==> src/rtl/split_timer_pkg.sv <==
package split_timer_pkg;
  localparam int ADDR_W = 3;
  localparam logic [ADDR_W-1:0] A_CNT_LO = 3'd0;
  localparam logic [ADDR_W-1:0] A_CNT_HI = 3'd1;
  localparam logic [ADDR_W-1:0] A_LAT_LO = 3'd2;
  localparam logic [ADDR_W-1:0] A_LAT_HI = 3'd3;
  localparam logic [ADDR_W-1:0] A_MODE   = 3'd4;
  localparam logic [ADDR_W-1:0] A_CMP_LO = 3'd5;
  localparam logic [ADDR_W-1:0] A_CMP_HI = 3'd6;
endpackage

==> src/rtl/tmr_regs.sv <==
module tmr_regs
  import split_timer_pkg::*;
#(
  parameter int DATA_W  = 12,
  parameter bit HAS_CMP = 1'b1,
  localparam int CNT_W  = 2 * DATA_W,
  localparam int MODE_W = HAS_CMP ? 1 : 2
) (
  input  logic              clk_i,
  input  logic              rst_ni,
  input  logic              wr_i,
  input  logic [ADDR_W-1:0] addr_i,
  input  logic [DATA_W-1:0] wdata_i,
  output logic [CNT_W-1:0]  lat_o,
  output logic [MODE_W-1:0] mode_o,
  output logic [CNT_W-1:0]  cmp_o
);
  logic [DATA_W-1:0] lat_lo_q, lat_hi_q;
  logic [MODE_W-1:0] mode_q;

  always_ff @(posedge clk_i or negedge rst_ni) begin
    if (!rst_ni) begin
      lat_lo_q <= '0;
      lat_hi_q <= '0;
      mode_q   <= '0;
    end else if (wr_i) begin
      if (addr_i == A_CNT_LO || addr_i == A_LAT_LO) lat_lo_q <= wdata_i;
      if (addr_i == A_LAT_HI) lat_hi_q <= wdata_i;
      if (addr_i == A_MODE)   mode_q   <= wdata_i[MODE_W-1:0];
    end
  end

  assign lat_o  = {lat_hi_q, lat_lo_q};
  assign mode_o = mode_q;

  generate
    if (HAS_CMP) begin : g_cmp
      logic [DATA_W-1:0] cmp_lo_q, cmp_hi_q;
      always_ff @(posedge clk_i or negedge rst_ni) begin
        if (!rst_ni) begin
          cmp_lo_q <= '0;
          cmp_hi_q <= '0;
        end else if (wr_i) begin
          if (addr_i == A_CMP_LO) cmp_lo_q <= wdata_i;
          if (addr_i == A_CMP_HI) cmp_hi_q <= wdata_i;
        end
      end
      assign cmp_o = {cmp_hi_q, cmp_lo_q};
    end else begin : g_no_cmp
      assign cmp_o = '0;
    end
  endgenerate

  AST_LO_WRITE_LATCH: assert property (@(posedge clk_i) disable iff (!rst_ni)
    (wr_i && addr_i == A_CNT_LO) |=> lat_o[DATA_W-1:0] == $past(wdata_i));
endmodule

==> src/rtl/tmr_cnt.sv <==
module tmr_cnt #(
  parameter int DATA_W  = 12,
  parameter bit HAS_CMP = 1'b1,
  localparam int CNT_W  = 2 * DATA_W
) (
  input  logic              clk_i,
  input  logic              rst_ni,
  input  logic              ld_i,
  input  logic              lo_wr_i,
  input  logic [DATA_W-1:0] ld_hi_i,
  input  logic [CNT_W-1:0]  lat_i,
  input  logic              free_i,
  input  logic [CNT_W-1:0]  cmp_i,
  output logic [CNT_W-1:0]  cnt_o,
  output logic              unf_ev_o,
  output logic              cmp_ev_o
);
  logic [CNT_W-1:0] cnt_q;
  logic             run_q;

  assign unf_ev_o = run_q && !ld_i && cnt_q == '0;
  assign cmp_ev_o = HAS_CMP && run_q && !ld_i && cnt_q == cmp_i;

  always_ff @(posedge clk_i or negedge rst_ni) begin
    if (!rst_ni) begin
      cnt_q <= '0;
      run_q <= 1'b0;
    end else if (ld_i) begin
      cnt_q <= {ld_hi_i, lat_i[DATA_W-1:0]};
      run_q <= 1'b1;
    end else if (run_q) begin
      if (cnt_q == '0) begin
        // free-running reloads; one-shot parks at all ones
        cnt_q <= free_i ? lat_i : '1;
        run_q <= free_i;
      end else begin
        cnt_q <= cnt_q - 1'b1;
      end
    end
  end

  assign cnt_o = cnt_q;

  AST_LOAD_JOINS: assert property (@(posedge clk_i) disable iff (!rst_ni)
    ld_i |=> cnt_o == {$past(ld_hi_i), $past(lat_i[DATA_W-1:0])});
  AST_LO_NO_COUNT: assert property (@(posedge clk_i) disable iff (!rst_ni)
    (lo_wr_i && !run_q) |=> $stable(cnt_o));
  AST_ONESHOT_STOP: assert property (@(posedge clk_i) disable iff (!rst_ni)
    (unf_ev_o && !free_i) |=> (cnt_o == '1 && !run_q));
  AST_FREE_RELOAD: assert property (@(posedge clk_i) disable iff (!rst_ni)
    (unf_ev_o && free_i) |=> cnt_o == $past(lat_i));
endmodule

==> src/rtl/tmr_flag.sv <==
module tmr_flag (
  input  logic clk_i,
  input  logic rst_ni,
  input  logic set_i,
  input  logic clr_i,
  output logic flag_o,
  output logic pulse_o
);
  always_ff @(posedge clk_i or negedge rst_ni) begin
    if (!rst_ni) begin
      flag_o  <= 1'b0;
      pulse_o <= 1'b0;
    end else begin
      pulse_o <= set_i;
      if (set_i)      flag_o <= 1'b1;
      else if (clr_i) flag_o <= 1'b0;
    end
  end

  AST_PULSE_HAS_FLAG: assert property (@(posedge clk_i) disable iff (!rst_ni)
    pulse_o |-> flag_o);
  AST_CLEAR_WORKS: assert property (@(posedge clk_i) disable iff (!rst_ni)
    (clr_i && !set_i) |=> !flag_o);
endmodule

==> src/rtl/split_timer24.sv <==
module split_timer24
  import split_timer_pkg::*;
#(
  parameter int DATA_W  = 12,
  parameter bit HAS_CMP = 1'b1
) (
  input  logic              clk_i,
  input  logic              rst_ni,
  input  logic              cs_i,
  input  logic [2:0]        addr_i,
  input  logic              we_i,
  input  logic [DATA_W-1:0] wdata_i,
  output logic [DATA_W-1:0] rdata_o,
  output logic              unf_flag_o,
  output logic              unf_pulse_o,
  output logic              cmp_flag_o,
  output logic              cmp_pulse_o
);
  localparam int CNT_W  = 2 * DATA_W;
  localparam int MODE_W = HAS_CMP ? 1 : 2;

  logic              wr, rd, ld;
  logic [CNT_W-1:0]  lat, cmp, cnt;
  logic [MODE_W-1:0] mode;
  logic              unf_ev, cmp_ev;

  assign wr = cs_i && we_i;
  assign rd = cs_i && !we_i;
  assign ld = wr && addr_i == A_CNT_HI;

  tmr_regs #(.DATA_W(DATA_W), .HAS_CMP(HAS_CMP)) u_regs (
    .clk_i, .rst_ni, .wr_i(wr), .addr_i, .wdata_i,
    .lat_o(lat), .mode_o(mode), .cmp_o(cmp)
  );

  tmr_cnt #(.DATA_W(DATA_W), .HAS_CMP(HAS_CMP)) u_cnt (
    .clk_i, .rst_ni, .ld_i(ld), .lo_wr_i(wr && addr_i == A_CNT_LO),
    .ld_hi_i(wdata_i), .lat_i(lat), .free_i(mode[0]), .cmp_i(cmp),
    .cnt_o(cnt), .unf_ev_o(unf_ev), .cmp_ev_o(cmp_ev)
  );

  tmr_flag u_unf (
    .clk_i, .rst_ni, .set_i(unf_ev), .clr_i(ld || (rd && addr_i == A_CNT_LO)),
    .flag_o(unf_flag_o), .pulse_o(unf_pulse_o)
  );

  generate
    if (HAS_CMP) begin : g_cmp_flag
      tmr_flag u_cmpf (
        .clk_i, .rst_ni, .set_i(cmp_ev), .clr_i(ld || (rd && addr_i == A_CMP_LO)),
        .flag_o(cmp_flag_o), .pulse_o(cmp_pulse_o)
      );
    end else begin : g_no_cmp_flag
      assign cmp_flag_o  = 1'b0;
      assign cmp_pulse_o = 1'b0;
    end
  endgenerate

  always_comb begin
    rdata_o = '0;
    if (cs_i) begin
      case (addr_i)
        A_CNT_LO: rdata_o = cnt[DATA_W-1:0];
        A_CNT_HI: rdata_o = cnt[CNT_W-1:DATA_W];
        A_LAT_LO: rdata_o = lat[DATA_W-1:0];
        A_LAT_HI: rdata_o = lat[CNT_W-1:DATA_W];
        A_MODE:   rdata_o = DATA_W'(mode);
        A_CMP_LO: rdata_o = cmp[DATA_W-1:0];
        A_CMP_HI: rdata_o = cmp[CNT_W-1:DATA_W];
        default:  rdata_o = '0;
      endcase
    end
  end

  AST_CMP_QUIET: assert property (@(posedge clk_i) disable iff (!rst_ni)
    !HAS_CMP |-> (!cmp_flag_o && !cmp_pulse_o));
  AST_READ_IDLE: assert property (@(posedge clk_i) disable iff (!rst_ni)
    !cs_i |-> rdata_o == '0);
  AST_CMP_PULSE_FLAG: assert property (@(posedge clk_i) disable iff (!rst_ni)
    cmp_pulse_o |-> cmp_flag_o);
endmodule

==> config.mk <==
export PLATFORM = sky130hd
export DESIGN_NAME = split_timer24
export DESIGN_NICKNAME = d
export VERILOG_FILES = /design/src/rtl/split_timer_pkg.sv /design/src/rtl/tmr_regs.sv /design/src/rtl/tmr_cnt.sv /design/src/rtl/tmr_flag.sv /design/src/rtl/split_timer24.sv
export SDC_FILE = /design/constraint.sdc
export NUM_CORES = 1
export LEC_CHECK = 0
export BUFFER_PORTS_ARGS = -buffer_cell sky130_fd_sc_hd__buf_2
export CORE_MARGIN = 2
export CORE_UTILIZATION = 30
export CTS_BUF_LIST = sky130_fd_sc_hd__clkbuf_2
export DETAILED_ROUTE_END_ITERATION = 16
export GPL_ROUTABILITY_DRIVEN = 0
export PLACE_DENSITY = 0.53
export SYNTH_ARGS = -nofsm -noshare
export SYNTH_HDL_FRONTEND = slang
export SYNTH_HIERARCHICAL = 1
export SYNTH_SLANG_ARGS = --single-unit
==> constraint.sdc <==
create_clock -name clk_i -period 2.5 [get_ports clk_i]
set_input_delay 0.125 -clock clk_i [delete_from_list [all_inputs] [get_ports clk_i]]
set_output_delay 0.125 -clock clk_i [all_outputs]
set_load 0.1 [all_outputs]
==> results.toml, run 1 <==
[timing]
holdWs_ns = 0.07188
final-setup-viol-count = 0
period_needed_ns = 2.393
finalHoldViolCount = 0
relSlewSlack = 0.3166
worst_slack_ns = 0.1066
slew_viol_final = 0
worst_slew_pin_slew_ns = 1.025
timing.fmax_ghz = 0.4178
rsz0062_at_grt = "false"
worst_clock_skew_ns = 0.03503
final.period_utilization = 0.9574

[power_and_ir_drop]
powerDensity_mw_per_mm2 = 763.3
finalPower_mw = 4.601
ir_drop_mv = 0.2217
p_leak_nw = 2.574

[synth]
syn_nets = 497
ys_warn_count = 6
synth_cells = 476
synth_area_per_cell_um2 = 10.46
synth_area_mm2 = 0.004977

[cells_and_area]
n_fill_cell = 1592
layout.cells.non_filler = 776
nNetsFinal = 573
final_common_cell = "dfrtp_1"
diodes = 0
synthToLayoutAreaGrowth_pct = 21.09
final_layout_size_suffix_gt1_frac = 0.3129
most-common-layout-cells = "78 x dfrtp_1, 55 x buf_4, 50 x mux2_2"

[floorplan]
core_mm2 = 0.01641
start_util = 0.3034
fp.dieW_um = 132.8
die_area_mm2 = 0.01764
die_y_um = 132.8
design.portCount = 35
num_rows = 47

[cts]
clock_path_buffers = 2
clock-sinks = 78
root_buffer = "clkbuf_2"
htree_levels = 3
tritoncts = "done"
cts_buffers = 9
cts_setup_buffers = 0
clk_pin_slew_worst_paths_ns = 0.22
clock_latency_ns = 0.55

[setup_path]
crit_path_top_delay_cell = "or4_1"
slowest_delay_ns = 0.61
path_delay_family = "simple AND/OR/NAND/NOR gates"
start_kind = "flip-flop"
worstPathCellList = "or4_1, or3_4, o41a_1, a311oi_2, o21ai_0"
end_kind = "flip-flop"
crit_arrival_ns = 2.82
cp.required_ns = 2.93
cp_max_fo = 4
critPathBufInv = 0
critPathKind = "reg2reg"

[placed_design]
portBuffers = 34
dp.cells = 747
post-place-ws_ns = 0.06235
dp_hpwl_mm = 12.05

[routing]
dr.pass1.iters = 5
routed_wl_mm = 16.17
drt_iter0_drc = 551
ant_nets = 0
vias_per_cell = 5.546
wl_per_cell_um = 20.84
drc = 0
dr_total_vias = 4304

[global_routing]
grt_max_degree = 79
grt_overflow = 0
track_usage = 0.1871
grt_pass1_wl_mm = 25.32
grt_pass1_vias = 4239
antenna_found_initial = 0

[outcome]
outcome = "complete, no violations"

[run]
maxCapViolCount = 0

[min_path]
min_path_type = "in2reg"
worst paths after layout:
| path | startpoint | endpoint | slack, ns | depth (start not counted) |
|---|---|---|---|---|
| min in group asynchronous | rst_ni | u_regs/g_cmp.cmp_hi_q[0]$_DFFE_PN0P_ | 0.25 | 2 |
| setup reg to reg | u_cnt/cnt_o[15]$_DFFE_PN0P_ | u_cnt/cnt_o[20]$_DFFE_PN0P_ | 0.11 | 5 |
| hold reg to reg | u_unf/flag_o$_DFFE_PN0P_ | u_unf/flag_o$_DFFE_PN0P_ | 0.51 | 1 |
| hold / removal | we_i | u_unf/flag_o$_DFFE_PN0P_ | 0.07 | 5 |
| max in group asynchronous | rst_ni | u_regs/lat_lo_q[4]$_DFFE_PN0P_ | 1.56 | 2 |
| setup / recovery | u_cnt/cnt_o[15]$_DFFE_PN0P_ | u_cnt/cnt_o[20]$_DFFE_PN0P_ | 0.11 | 5 |
layer usage:
| layer | part of all wire | GRT usage |
|---|---|---|
| met1 | 0.43 | 0.2573 |
| met2 | 0.46 | 0.2930 |
| met3 | 0.077 | 0.03372 |
| met4 | 0.035 | 0.07288 |
| met5 | 0 | 0 |
final cells by class:
| class | count | area (µm²) | share of cell area |
|---|---|---|---|
| multi-input cells | 350 | 2858 | 0.4742 |
| flip-flops and latches | 78 | 1952 | 0.3239 |
| repair buffers | 103 | 834.6 | 0.1385 |
| clock buffers | 11 | 55.05 | 0.009134 |
| well taps | 220 | 275.3 | 0.04567 |
| clock inverters | 4 | 15.01 | 0.002491 |
| inverters | 10 | 37.54 | 0.006228 |
power by group:
group	leakage, nW	switching (mW)	internal, mW
Clock	0.0520	0.431	0.121
Sequential	0.956	0.323	1.58
Combinational	1.57	1.17	0.975
worst reg2reg max path, stage by stage (launching register included):
cell and delay (ns):
dfrtp_1 0.42, or4_1 0.61, or3_4 0.39, o41a_1 0.39
a311oi_2 0.31, o21ai_0 0.14
flip-flops by register name (all words and copies together) (netlist names):
| register | cells |
|---|---|
| u_regs/g_cmp.cmp_hi_q | 12 |
| u_regs/lat_lo_q | 12 |
| u_cnt/cnt_o | 24 |
| u_unf/flag_o | 1 |
| u_regs/lat_hi_q | 12 |
| g_cmp_flag.u_cmpf/flag_o | 1 |
| u_regs/g_cmp.cmp_lo_q | 12 |
| g_cmp_flag.u_cmpf/pulse_o | 1 |
| u_regs/mode_o | 1 |
| u_unf/pulse_o | 1 |
| u_cnt/run_q | 1 |
stage by stage:
stage,area [µm²],utilization,setup TNS [ns]
after floorplan,5007,-,-0.5534
after global placement,5767,0.3515,0
after detailed placement,5767,0.3515,0
after CTS,5977,0.3643,0
after global routing,6027,0.3673,0
final,6027,0.3673,0
what timing repair did:
action,in CTS,in global routing
gates resized for setup,0,13
endpoints found under the hold margin,141,0
endpoints found under the setup margin,0,21
hold buffers,14,0
No activity file was read; power rests on OpenSTA's default activity.
==> run 2: changes to the inputs <==
--- a/config.mk
+++ b/config.mk
@@ -6,12 +6,14 @@
 export NUM_CORES = 1
 export LEC_CHECK = 0
 export BUFFER_PORTS_ARGS = -buffer_cell sky130_fd_sc_hd__buf_2
+export CELL_PAD_IN_SITES_DETAIL_PLACEMENT = 2
+export CELL_PAD_IN_SITES_GLOBAL_PLACEMENT = 2
 export CORE_MARGIN = 2
 export CORE_UTILIZATION = 30
 export CTS_BUF_LIST = sky130_fd_sc_hd__clkbuf_2
 export DETAILED_ROUTE_END_ITERATION = 16
 export GPL_ROUTABILITY_DRIVEN = 0
-export PLACE_DENSITY = 0.53
+export PLACE_DENSITY = 0.71
 export SYNTH_ARGS = -nofsm -noshare
 export SYNTH_HDL_FRONTEND = slang
 export SYNTH_HIERARCHICAL = 1
==> run 2 against run 1 <==
Net effect: worst hold slack got worse by 0.030 ns; combinational power about the same; final area is 1.2% higher; flip-flop and latch count stayed put; via count increased by 1.2%; wire length is 21% higher; non-clock buffer count up 1; sequential share of layout area is 0.36 points lower; utilization grew 0.44 points; clock power grew 63%; critical endpoint is now u_cnt/cnt_o[23]$_DFFE_PN0P_; highest routed layer unchanged.
==> results.toml, run 2 (synthesis results as in run 1) <==
[routing]
ant_nets = 0
dr.pass1.iters = 4
vias_per_cell = 5.604
drt_iter0_drc = 320
drc = 0
routed_wl_mm = 19.55
dr_total_vias = 4354
wl_per_cell_um = 25.15

[power_and_ir_drop]
cell_internal_pwr_mw = 2.947
switching_power_mw = 2.060
power_frac_clock = 0.179
powerDensity_mw_per_mm2 = 820.8
switching_share = 0.4114
seqPwrFrac = 0.392
p_leak_nw = 2.612
finalPower_mw = 5.007
ir_drop_mv = 0.2578
comb_power_share = 0.429

[setup_path]
reg2reg_depth = 6
end_kind = "flip-flop"
cp.required_ns = 3.03
start_kind = "flip-flop"
crit_arrival_ns = 2.93
slowest_delay_ns = 0.53
cp_max_fo = 7
worstPathCellList = "or4_1, buf_4, nor3_1, nand3_1, xor2_1, o21ai_0"
crit_path_top_delay_cell = "dfrtp_2"
critPathKind = "reg2reg"

[timing]
timing.fmax_ghz = 0.4161
finalHoldViolCount = 0
relSlewSlack = 0.2849
final.period_utilization = 0.9612
worst_clock_skew_ns = 0.04025
final-setup-viol-count = 0
worst_slew_pin_slew_ns = 1.073
period_needed_ns = 2.403
slew_viol_final = 0
rsz0062_at_grt = "false"

[floorplan]
fp.dieW_um = 132.8
start_util = 0.3034
die_area_mm2 = 0.01764
num_rows = 47
design.portCount = 35
core_mm2 = 0.01641
die_y_um = 132.8

[global_routing]
grt_pass1_vias = 4746
grt_pass1_wl_mm = 29.98
track_usage = 0.2279
grt_overflow = 0
grt_max_degree = 79
antenna_found_initial = 1

[cts]
clock_path_buffers = 2
root_buffer = "clkbuf_2"
clock_latency_ns = 0.61
cts_buffers = 9
htree_levels = 3
clk_pin_slew_worst_paths_ns = 0.24
tritoncts = "done"
clock-sinks = 78

[min_path]
min_path_type = "in2reg"
hold_depth = 5

[outcome]
outcome = "complete, no violations"

[placed_design]
dp.cells = 747
portBuffers = 34
dp_hpwl_mm = 14.29

[cells_and_area]
largest_register_ffs = 24
final_layout_size_suffix_gt1_frac = 0.3147
final_common_cell = "dfrtp_1"
nNetsFinal = 574
most-common-layout-cells = "77 x dfrtp_1, 56 x buf_4, 50 x mux2_2"
synthToLayoutAreaGrowth_pct = 22.55
layout.cells.non_filler = 777

[run]
maxCapViolCount = 0
-- run 2: cell count changes in the layout (fill, tap and decap cells not counted), moves of 2 or more --
cell | previous run | this run
bufinv_16 | 0 | 3
clkbuf_2 | 11 | 9
clkinv_1 | 4 | 0
clkinv_2 | 0 | 2
-- run 2: through the flow --
step | utilization | hold slack, ns | cell area (µm²) | setup TNS (ns) | setup slack (ns)
4_1_cts | 0.3698 | 0.004429 | 6067 | 0 | 0.03335
3_3_place_gp | 0.3515 | 0.3798 | 5767 | 0 | 0.06698
6_report | 0.3718 | 0.04173 | 6100 | 0 | 0.09701
3_5_place_dp | 0.3515 | 0.3897 | 5767 | 0 | 0.02007
2_1_floorplan | - | -0.1706 | 5007 | -0.5534 | -0.5534
5_1_grt | 0.3718 | 0.05254 | 6100 | 0 | 0.006803
-- run 2: timing repair --
action / in CTS / in global routing
hold buffers: 15 / 0
resized for setup: 2 / 6
endpoints found under the setup margin: 3 / 25
buffers inserted: 0 / 0
endpoints found under the hold margin: 141 / 0
pin swaps: 1 / 0
-- run 2: routing by layer --
layer / global-route usage / part of all wire / up-vias
met5: 0 / 0 / -
met4: 0.08005 / 0.018 / 0
met3: 0.01954 / 0.043 / 20
met2: 0.3849 / 0.49 / 102
met1: 0.3067 / 0.45 / 2285
li1: - / - / 1947
-- run 2: final cells by class --
class                      count  area [µm²]
clock buffer                   9       45.04
tap                          220       275.3
fill                        1758       10310
antenna                        1       2.502
inverter                      10       37.54
multi-input combinational    350        2845
sequential                    78        1953
timing repair buffer         104       840.8
clock inverter                 5       100.1
-- run 2: power by group through the flow --
stage | registers [mW] | logic, mW | clock network [mW]
final | 1.96 | 2.15 | 0.897
after global routing | 2.01 | 2.30 | 0.947
after CTS | 1.95 | 2.12 | 0.922
after detailed placement | 1.98 | 2.08 | 0
after global placement | 1.95 | 2.01 | 0
after floorplan | 1.88 | 1.29 | 0
-- run 2: critical path: cells and delay by family (launching register included) --
family	cells	cell delay (ns)
AO/OA/AOI/OAI	1	0.26
buffers and inverters	1	0.19
AND/OR/NAND/NOR	3	1.18
flip-flops	1	0.53
XOR/XNOR	1	0.16
-- run 2: worst paths after layout --
kind	startpoint	end	slack [ns]
max reg2reg	u_cnt/cnt_o[3]$_DFFE_PN0P_	u_cnt/cnt_o[23]$_DFFE_PN0P_	0.1
max in group asynchronous	rst_ni	u_cnt/cnt_o[3]$_DFFE_PN0P_	1.56
max	u_cnt/cnt_o[3]$_DFFE_PN0P_	u_cnt/cnt_o[23]$_DFFE_PN0P_	0.1
min	addr_i[1]	u_unf/flag_o$_DFFE_PN0P_	0.04
min in group asynchronous	rst_ni	u_regs/g_cmp.cmp_hi_q[7]$_DFFE_PN0P_	0.23
min reg2reg	u_unf/flag_o$_DFFE_PN0P_	u_unf/flag_o$_DFFE_PN0P_	0.51
==> run 3: changes to the inputs <==
--- a/config.mk
+++ b/config.mk
@@ -13,8 +13,8 @@
 export CTS_BUF_LIST = sky130_fd_sc_hd__clkbuf_2
 export DETAILED_ROUTE_END_ITERATION = 16
 export GPL_ROUTABILITY_DRIVEN = 0
-export PLACE_DENSITY = 0.71
+export PLACE_DENSITY = 0.72
 export SYNTH_ARGS = -nofsm -noshare
 export SYNTH_HDL_FRONTEND = slang
-export SYNTH_HIERARCHICAL = 1
 export SYNTH_SLANG_ARGS = --single-unit
+export TNS_END_PERCENT = 20
==> run 3 against run 2 <==
Net effect: via count increased by 2.5%; register-to-register slack about the same; utilization decreased by 0.63 points; critical path type is now reg2out; synthesized area decreased by 0.13%; clock-buffer cell count increased by 1; worst hold slack got worse by 0.011 ns; maximum frequency about the same; critical path depth increased by 1; setup slack got worse by 0.0021 ns.
==> results.toml, run 3 <==
[outcome]
outcome = "complete, no violations"

[setup_path]
slowest_delay_ns = 0.44
crit_arrival_ns = 2.28
cp.required_ns = 2.38
reg2reg_depth = 6
critPathBufInv = 2
critPathKind = "reg2out"
cp_max_fo = 8
end_kind = "output port"
crit_path_top_delay_cell = "dfrtp_1"
worstPathCellList = "buf_4, mux2i_1, nor2_1, a21oi_1, o21ai_0, nor2b_1, buf_12"
reg2reg_from = "u_cnt.cnt_o[21]$_DFFE_PN0P_"
r2r_end = "u_cnt.cnt_o[15]$_DFFE_PN0P_"
ff2ff_setup_slack_ns = 0.11
path_delay_family = "flip-flops"
start_kind = "flip-flop"

[cells_and_area]
largest_register_ffs = 24
synthToLayoutAreaGrowth_pct = 20.61
final_layout_size_suffix_gt1_frac = 0.3133
post-route-cell-area_mm2 = 0.005996
nNetsFinal = 581
final_common_cell = "dfrtp_1"
diodes = 0
n_fill_cell = 1812
most-common-layout-cells = "77 x dfrtp_1, 53 x mux2_2, 46 x buf_4"

[floorplan]
die_area_mm2 = 0.01762
num_rows = 47
core_mm2 = 0.01641
design.portCount = 35
start_util = 0.3030
fp.dieW_um = 132.7
die_y_um = 132.7

[synth]
synth_cells = 497
synth.area.top_cells = "dfrtp_1 39%, mux2_2 12%, xor2_1 3.7%, nor2_1 3.3%, a22oi_1 2.7%"
synth_area_per_cell_um2 = 10.00
synth-edff-count = 0
synth-seq-cells = 78
synth_cell_types = 60
ys_warn_count = 0
synthDominantCellAreaShare = 0.3927
ys_seq_area_frac = 0.3927
syn_nets = 518
synthFlopType = "dfrtp_1"
ys_top_cells_by_count = "78 x dfrtp_1, 53 x mux2_2, 44 x nor2_1"
yosysMostFrequentCell = "dfrtp_1"
synth_area_mm2 = 0.004971
async_flop_share = 1.000
synth_top_area_cell = "dfrtp_1"

[power_and_ir_drop]
powerDensity_mw_per_mm2 = 819.5
ir_drop_mv = 0.4091
p_leak_nw = 2.506

[run]
maxCapViolCount = 0

[timing]
timing.fmax_ghz = 0.4158
rsz0062_at_grt = "true"
relSlewSlack = 0.4606
worst_slew_pin_slew_ns = 0.8092
worst_clock_skew_ns = 0.04801
period_needed_ns = 2.405
finalHoldViolCount = 0
final.period_utilization = 0.9620
final-setup-viol-count = 0
slew_viol_final = 0
worst_slack_ns = 0.09492

[global_routing]
antenna_found_initial = 0
grt_pass1_wl_mm = 30.50
grt_pass1_vias = 4848
grt_overflow = 0
track_usage = 0.2307
grt_max_degree = 54

[routing]
drc = 0
routed_wl_mm = 19.82
dr.pass1.iters = 5
dr_total_vias = 4462
vias_per_cell = 5.684
drt_iter0_drc = 257
ant_nets = 0
wl_per_cell_um = 25.25

[min_path]
min_path_type = "in2reg"
hold_start = "addr_i[1]"
hold_depth = 3
min_to = "u_unf.flag_o$_DFFE_PN0P_"

[placed_design]
placed_area_mm2 = 0.005663
post-place-ws_ns = -0.01585
dp_hpwl_mm = 14.57
portBuffers = 34

[cts]
clock-sinks = 78
clk_pin_slew_worst_paths_ns = 0.26
cts_buffers = 9
htree_levels = 3
clock_path_buffers = 2
root_buffer = "clkbuf_2"
tritoncts = "done"
clock_latency_ns = 0.63
[run 3: per-stage QoR]
step           setup TNS [ns]  hold WS [ns]  utilization  instances  power, mW
6_report                    0       0.03096       0.3654        785      4.913
5_1_grt              -0.04918       0.04563       0.3654        785      5.185
4_1_cts                     0      0.008643       0.3628        784      4.896
3_5_place_dp         -0.01585        0.2549       0.3452        750      4.130
3_3_place_gp                0        0.2461       0.3452        750      4.004
2_1_floorplan          -1.149       -0.1706            -        497      3.311
[run 3: layout make-up]
type	count	area (µm²)	share of cell area
Clock inverter	6	52.55	0.008765
Sequential cell	78	1953	0.3258
Timing Repair Buffer	97	822.0	0.1371
Tap cell	220	275.3	0.04591
Clock buffer	10	50.05	0.008347
Multi-Input combinational cell	365	2809	0.4685
Inverter	9	33.78	0.005634
[run 3: layer usage]
metal,global-route usage,part of all wire,vias up
met4,0.07228,0.019,0
li1,-,-,1964
met2,0.3964,0.51,107
met5,0,0,-
met3,0.03333,0.034,24
met1,0.2999,0.44,2367
[run 3: repair_timing]
action / 4_1_cts / 5_1_grt
gates resized for setup: 1 / 14
buffers inserted: 0 / 1
setup endpoints to repair: 1 / 22
hold endpoints to repair: 115 / 0
hold buffers: 18 / 0
pin swaps: 0 / 1
[run 3: worst max path at each step]
stage	start	end	slack (ns)	cells past startpoint
CTS	u_cnt.cnt_o[0]$_DFFE_PN0P_	u_cnt.cnt_o[5]$_DFFE_PN0P_	0.02	8
detailed placement	u_cnt.cnt_o[0]$_DFFE_PN0P_	u_cnt.cnt_o[2]$_DFFE_PN0P_	-0.02	9
finish	u_cnt.cnt_o[18]$_DFFE_PN0P_	rdata_o[6]	0.09	7
floorplan	addr_i[0]	rdata_o[2]	-0.22	7
global placement	u_cnt.cnt_o[0]$_DFFE_PN0P_	u_cnt.cnt_o[4]$_DFFE_PN0P_	0.11	9
global route	u_cnt.cnt_o[1]$_DFFE_PN0P_	u_cnt.cnt_o[2]$_DFFE_PN0P_	-0.04	9
[run 3: report_power, final]
| group | internal, mW | total (mW) | switching, mW |
|---|---|---|---|
| combinational | 0.935 | 2.11 | 1.17 |
| clock | 0.224 | 0.719 | 0.495 |
| sequential | 1.59 | 2.09 | 0.498 |
| total | 2.75 | 4.91 | 2.17 |
[run 3: kinds of logic (layout without fill, tap and decap cells)]
kind of cell / count (synthesis) / in the layout / share of synthesized area
compound gates: 110 / 110 / 0.1603
flops: 78 / 78 / 0.3926
xor+xnor: 36 / 36 / 0.06343
simple gates: 157 / 157 / 0.1915
fa+ha+maj: 2 / 2 / 0.005033
mux: 60 / 60 / 0.1367
buf+inv: 54 / 122 / 0.05034
[run 3: worst register-to-register path, stage by stage (launching register included)]
cell and delay, ns:
dfrtp_1 0.46, nor3_1 0.52, nand4b_4 0.31, or3_1 0.56, buf_4 0.24, nor3_2 0.12, o31ai_1 0.09
